$ cat config.mk
export PLATFORM = sky130hd
export DESIGN_NAME = xqt_sequencer
export DESIGN_NICKNAME = d
export VERILOG_FILES = /design/src/rtl/xqt_pkg.sv /design/src/rtl/xqt_gap_timer.sv /design/src/rtl/xqt_burst_counter.sv /design/src/rtl/xqt_ctrl.sv /design/src/rtl/xqt_sequencer.sv
export SDC_FILE = /design/constraint.sdc
export NUM_CORES = 1
export LEC_CHECK = 0
export BUFFER_PORTS_ARGS = -buffer_cell sky130_fd_sc_hd__buf_2
export CORE_ASPECT_RATIO = 1.1
export CORE_UTILIZATION = 50
export CTS_CLUSTER_DIAMETER = 30
export DETAILED_ROUTE_END_ITERATION = 7
export PLACE_DENSITY = 0.77
export SYNTH_ARGS = -nofsm -noshare
export SYNTH_HDL_FRONTEND = slang
export SYNTH_HIERARCHICAL = 1
export SYNTH_SLANG_ARGS = --single-unit
$ cat constraint.sdc
create_clock -name clk -period 3.93 [get_ports clk]
set_clock_uncertainty 0.1 [all_clocks]
set_input_delay 0.786 -clock clk [delete_from_list [all_inputs] [get_ports clk]]
set_output_delay 0.786 -clock clk [all_outputs]
set_load 0.03 [all_outputs]
$ cat src/rtl/xqt_pkg.sv
package xqt_pkg;

  typedef enum logic [1:0] {
    XM_SINGLE = 2'd0,
    XM_CONT   = 2'd1,
    XM_BURST  = 2'd2,
    XM_SYNC   = 2'd3
  } xqt_mode_e;

  typedef enum logic [1:0] {
    XS_IDLE  = 2'd0,
    XS_ARMED = 2'd1,
    XS_RUN   = 2'd2
  } xqt_state_e;

  // Cycles between strobes: base * 10^sel
  function automatic int unsigned spacing_cycles(int unsigned base, logic [1:0] sel);
    int unsigned v;
    v = base;
    for (int i = 0; i < 3; i++) begin
      if (i < int'(sel)) v = v * 10;
    end
    return v;
  endfunction

  // Strobes per burst
  function automatic int unsigned burst_size(logic [1:0] sel);
    case (sel)
      2'd0:    return 2;
      2'd1:    return 10;
      2'd2:    return 100;
      default: return 1000;
    endcase
  endfunction

endpackage

$ cat src/rtl/xqt_gap_timer.sv
module xqt_gap_timer #(
  parameter int W = 22
) (
  input  logic         clk,
  input  logic         rst_n,
  input  logic         clr,
  input  logic         load,
  input  logic [W-1:0] load_val,
  output logic [W-1:0] cnt,
  output logic         expired
);
  always_ff @(posedge clk or negedge rst_n) begin
    if (!rst_n)               cnt <= '0;
    else if (clr)             cnt <= '0;
    else if (load)            cnt <= load_val;
    else if (cnt != '0)       cnt <= cnt - 1'b1;
  end

  assign expired = (cnt == '0);
endmodule

$ cat src/rtl/xqt_burst_counter.sv
module xqt_burst_counter #(
  parameter int W = 10
) (
  input  logic         clk,
  input  logic         rst_n,
  input  logic         clr,
  input  logic         load,
  input  logic [W-1:0] load_val,
  input  logic         dec,
  output logic         last
);
  logic [W-1:0] left_q;

  always_ff @(posedge clk or negedge rst_n) begin
    if (!rst_n)                     left_q <= '0;
    else if (clr)                   left_q <= '0;
    else if (load)                  left_q <= load_val;
    else if (dec && left_q != '0)   left_q <= left_q - 1'b1;
  end

  assign last = (left_q == '0);
endmodule

$ cat src/rtl/xqt_ctrl.sv
module xqt_ctrl
  import xqt_pkg::*;
(
  input  logic       clk,
  input  logic       rst_n,
  input  logic       run,
  input  logic [1:0] mode,
  input  logic       btn,
  input  logic       sec_tick,
  input  logic       gap_expired,
  input  logic       left_zero,
  output logic       fire,
  output logic       start,
  output logic       step,
  output logic       halt,
  output logic       start_single,
  output logic       waiting,
  output logic       exec_o,
  output logic       busy_o
);
  xqt_state_e state_q, state_d;
  xqt_mode_e  m;
  logic       run_q, run_rise;

  assign m        = xqt_mode_e'(mode);
  assign run_rise = run & ~run_q;

  always_comb begin
    state_d      = state_q;
    fire         = 1'b0;
    start        = 1'b0;
    step         = 1'b0;
    start_single = 1'b0;
    if (!run) begin
      state_d = XS_IDLE;
    end else begin
      case (state_q)
        XS_IDLE: begin
          case (m)
            XM_SINGLE: begin
              start_single = run_rise;
              fire         = run_rise;
            end
            XM_CONT, XM_BURST: if (btn) begin
              state_d = XS_RUN;
              fire    = 1'b1;
              start   = 1'b1;
            end
            default: if (btn) state_d = XS_ARMED;
          endcase
        end
        XS_ARMED: if (sec_tick) begin
          state_d = XS_RUN;
          fire    = 1'b1;
          start   = 1'b1;
        end
        default: begin
          if (m == XM_CONT) begin
            if (btn)              state_d = XS_IDLE;
            else if (gap_expired) fire = 1'b1;
          end else if (gap_expired) begin
            if (left_zero) state_d = XS_IDLE;
            else begin
              fire = 1'b1;
              step = 1'b1;
            end
          end
        end
      endcase
    end
  end

  assign halt    = !run;
  assign waiting = (state_q == XS_ARMED);

  always_ff @(posedge clk or negedge rst_n) begin
    if (!rst_n) begin
      state_q <= XS_IDLE;
      run_q   <= 1'b0;
      exec_o  <= 1'b0;
    end else begin
      state_q <= state_d;
      run_q   <= run;
      exec_o  <= fire;
    end
  end

  assign busy_o = (state_q != XS_IDLE) | exec_o;
endmodule

$ cat src/rtl/xqt_sequencer.sv
module xqt_sequencer
  import xqt_pkg::*;
#(
  parameter int BASE_CYCLES = 4000
) (
  input  logic       clk,
  input  logic       rst_n,
  input  logic       sec_tick,
  input  logic [1:0] mode,
  input  logic [1:0] ivl_sel,
  input  logic [1:0] cnt_sel,
  input  logic       run,
  input  logic       btn,
  output logic       exec_o,
  output logic       busy_o
);
  localparam int MAX_GAP = BASE_CYCLES * 1000;
  localparam int GAP_W   = $clog2(MAX_GAP + 1);
  localparam int CNT_W   = $clog2(1000);

  logic             fire, start, step, halt;
  logic             start_single, waiting;
  logic             gap_expired, left_zero;
  logic [GAP_W-1:0] gap_cnt, gap_load;
  logic [CNT_W-1:0] cnt_load;

  assign gap_load = GAP_W'(spacing_cycles(BASE_CYCLES, ivl_sel) - 1);
  assign cnt_load = CNT_W'(burst_size(cnt_sel) - 1);

  xqt_ctrl u_ctrl (
    .clk, .rst_n, .run, .mode, .btn, .sec_tick,
    .gap_expired, .left_zero,
    .fire, .start, .step, .halt, .start_single, .waiting,
    .exec_o, .busy_o
  );

  xqt_gap_timer #(.W(GAP_W)) u_gap (
    .clk, .rst_n, .clr(halt), .load(fire), .load_val(gap_load),
    .cnt(gap_cnt), .expired(gap_expired)
  );

  xqt_burst_counter #(.W(CNT_W)) u_left (
    .clk, .rst_n, .clr(halt), .load(start), .load_val(cnt_load),
    .dec(step), .last(left_zero)
  );
endmodule

==> results.md <==
- Run status: completed
- Max Transition Viols Final: 0
- Vias per inst: 5.92
- DR pass1 iterations: 4
- Share of cells above drive strength 1: 13.3%
- Commonest non-fill, non-tap cell in the layout: dfrtp_1
- Die Y: 76.7 um
- Worst r2r dst: u_gap/cnt[7]$_DFFE_PN0P_
- First DRT Iteration DRCs: 206
- Clk Tree Root Cell: clkbuf_8
- DRC viols: 0
- Critical Path Source: u_gap/cnt[4]$_DFFE_PN0P_
- CTS tree: yes
- FF-to-FF Start: u_gap/cnt[4]$_DFFE_PN0P_
- Crit path kind: register to register
- Post-CTS sizing: 0
- Synthesized instance count: 286
- Layout net count: 327
- Fin. Hold Viols: 0
- Crit-path slowest cell: or3_1
- Worst-Skew Late Latency: 0.29 ns
- R2R Setup Slk: 0.74 ns
- Max Buffers Root-to-Sink: 2
- Commonest non-fill, non-tap cells in the layout: dfrtp_1 (36), nand2_1 (32), inv_1 (19), nor2_1 (19)
- RSZ-0062 raised after global routing: false
- Setup bufs post-CTS: 0
- Initial core utilization: 53.5%
- ANT nets after route: 0
- Reg2reg path depth: 9
- Hold_sp: u_left/left_q[8]$_DFFE_PN0P_
- WL/cell: 15.0 um
- Fill count: 429
- VDD IR max: 0.360 mV
- Largest net degree at the start of global routing: 37
- PD cells: 707 nW/um^2
- Normalized max-slew margin: 45.8%
- Data arrival, critical path: 3.31 ns
- Crit path launch type: register
- Finished Layout Cells: 357
- Cts-stage hold buffer count: 0
- H-tree depth: 2
- Final instance area: 2750 um^2
- Die ar.: 5370 um^2
- Fin util: 58.0%
- Critical Path RT: 4.05 ns
- Synthesized area: 2540 um^2
- Max Cap Viol: 0
- First-pass GRT wire length: 9300 um
- Routed vias: 2,112
- TritonCTS Sinks: 36
- Crit-path max FO: 9
- Num CTS Buffers: 5
- Hold EP: u_left/left_q[8]$_DFFE_PN0P_
- Cell Area, Placed: 2660 um^2
- Grt ovf: 0
- Yosys warnings: 6
- Routed WL: 5340 um
- Max Fclk: 314 MHz
- Worst path cell trace: nor3_2, nand4b_2, or3_1, inv_2, nand2_1, a221oi_2, nor2b_1, buf_4, a32o_1
- Count of final setup violators: 0
- Area growth syn-to-layout: 8.43%
- Final min period: 3.19 ns
- Worst-path clk slew: 0.08 ns
- FP Rows: 26
- Placer congestion estimate: 0.880
- HP Class: register to register
- ANT cells: 0
- Critical Path Max Stage Delay: 0.51 ns
- Vias in the first global route: 2,039
- Worst-margin pin slew: 0.805 ns
- Leak pwr: 1.25 nW
- Crit share post-route: 81.1%
- Initial antenna violation count: 0
- Die W: 69.9 um
- Hold depth: 1
- I/O pins: 13
- PortBufs: 12
- Core Area: 4750 um^2
- Placed Instances: 350
- Syn_area_per_cell: 8.88 um^2
- Crit end category: register
- GRT Total Usage: 21.3%
- Final TNS setup: 0 ns
- Hpwl dp: 3750 um
## worst max-delay path by stage
stage / to / slack (ns) / cells past startpoint
after floorplan: u_left/left_q[3]$_DFFE_PN0P_ / 0.85 / 11
after detailed placement: u_left/left_q[3]$_DFFE_PN0P_ / 0.82 / 9
after global routing: u_left/left_q[3]$_DFFE_PN0P_ / 0.53 / 9
after CTS: u_gap/cnt[11]$_DFFE_PN0P_ / 0.75 / 10
final: u_gap/cnt[7]$_DFFE_PN0P_ / 0.74 / 9
after global placement: u_left/left_q[3]$_DFFE_PN0P_ / 0.85 / 11
## per-stage QoR
step | power (mW) | setup slack (ns) | hold slack (ns)
finish | 1.95 | 0.742 | 0.451
global route | 2.11 | 0.529 | 0.475
floorplan | 1.44 | 0.847 | 0.390
CTS | 1.94 | 0.751 | 0.450
detailed placement | 1.64 | 0.822 | 0.434
global placement | 1.62 | 0.850 | 0.456
## where the power goes
group	internal (mW)	switching (mW)
logic	0.449	0.563
clock network	0.156	0.135
registers	0.498	0.145
total	1.10	0.843
## critical path: cells and delay by family (launching register included)
family,cells,cell delay [ns]
flip-flops,1,0.44
AO/OA/AOI/OAI,2,0.43
buffers and inverters,2,0.42
AND/OR/NAND/NOR,5,1.73
## state kept, by name, indices dropped and copies added, names as in the netlist
signal          cells
u_ctrl/exec_o       1
u_ctrl/run_q        1
u_ctrl/state_q      2
u_gap/cnt          22
u_left/left_q      10
## layout make-up
cell class,instances,area (um^2),area share (%)
clock buffer,7,96.3,3.50
inverter,22,82.6,3.00
multi-input combinational,221,1520,55.2
sequential,36,901,32.7
tap,56,70.1,2.55
timing repair buffer,15,82.6,3.00
## per-layer routing
| layer | track usage, % | wire, um |
|---|---|---|
| met1 | 27.4 | 2430 |
| met2 | 36.1 | 2660 |
| met3 | 3.68 | 168 |
| met4 | 7.20 | 88 |
| met5 | 0 | 0 |
(Power assumes the default switching activity.)
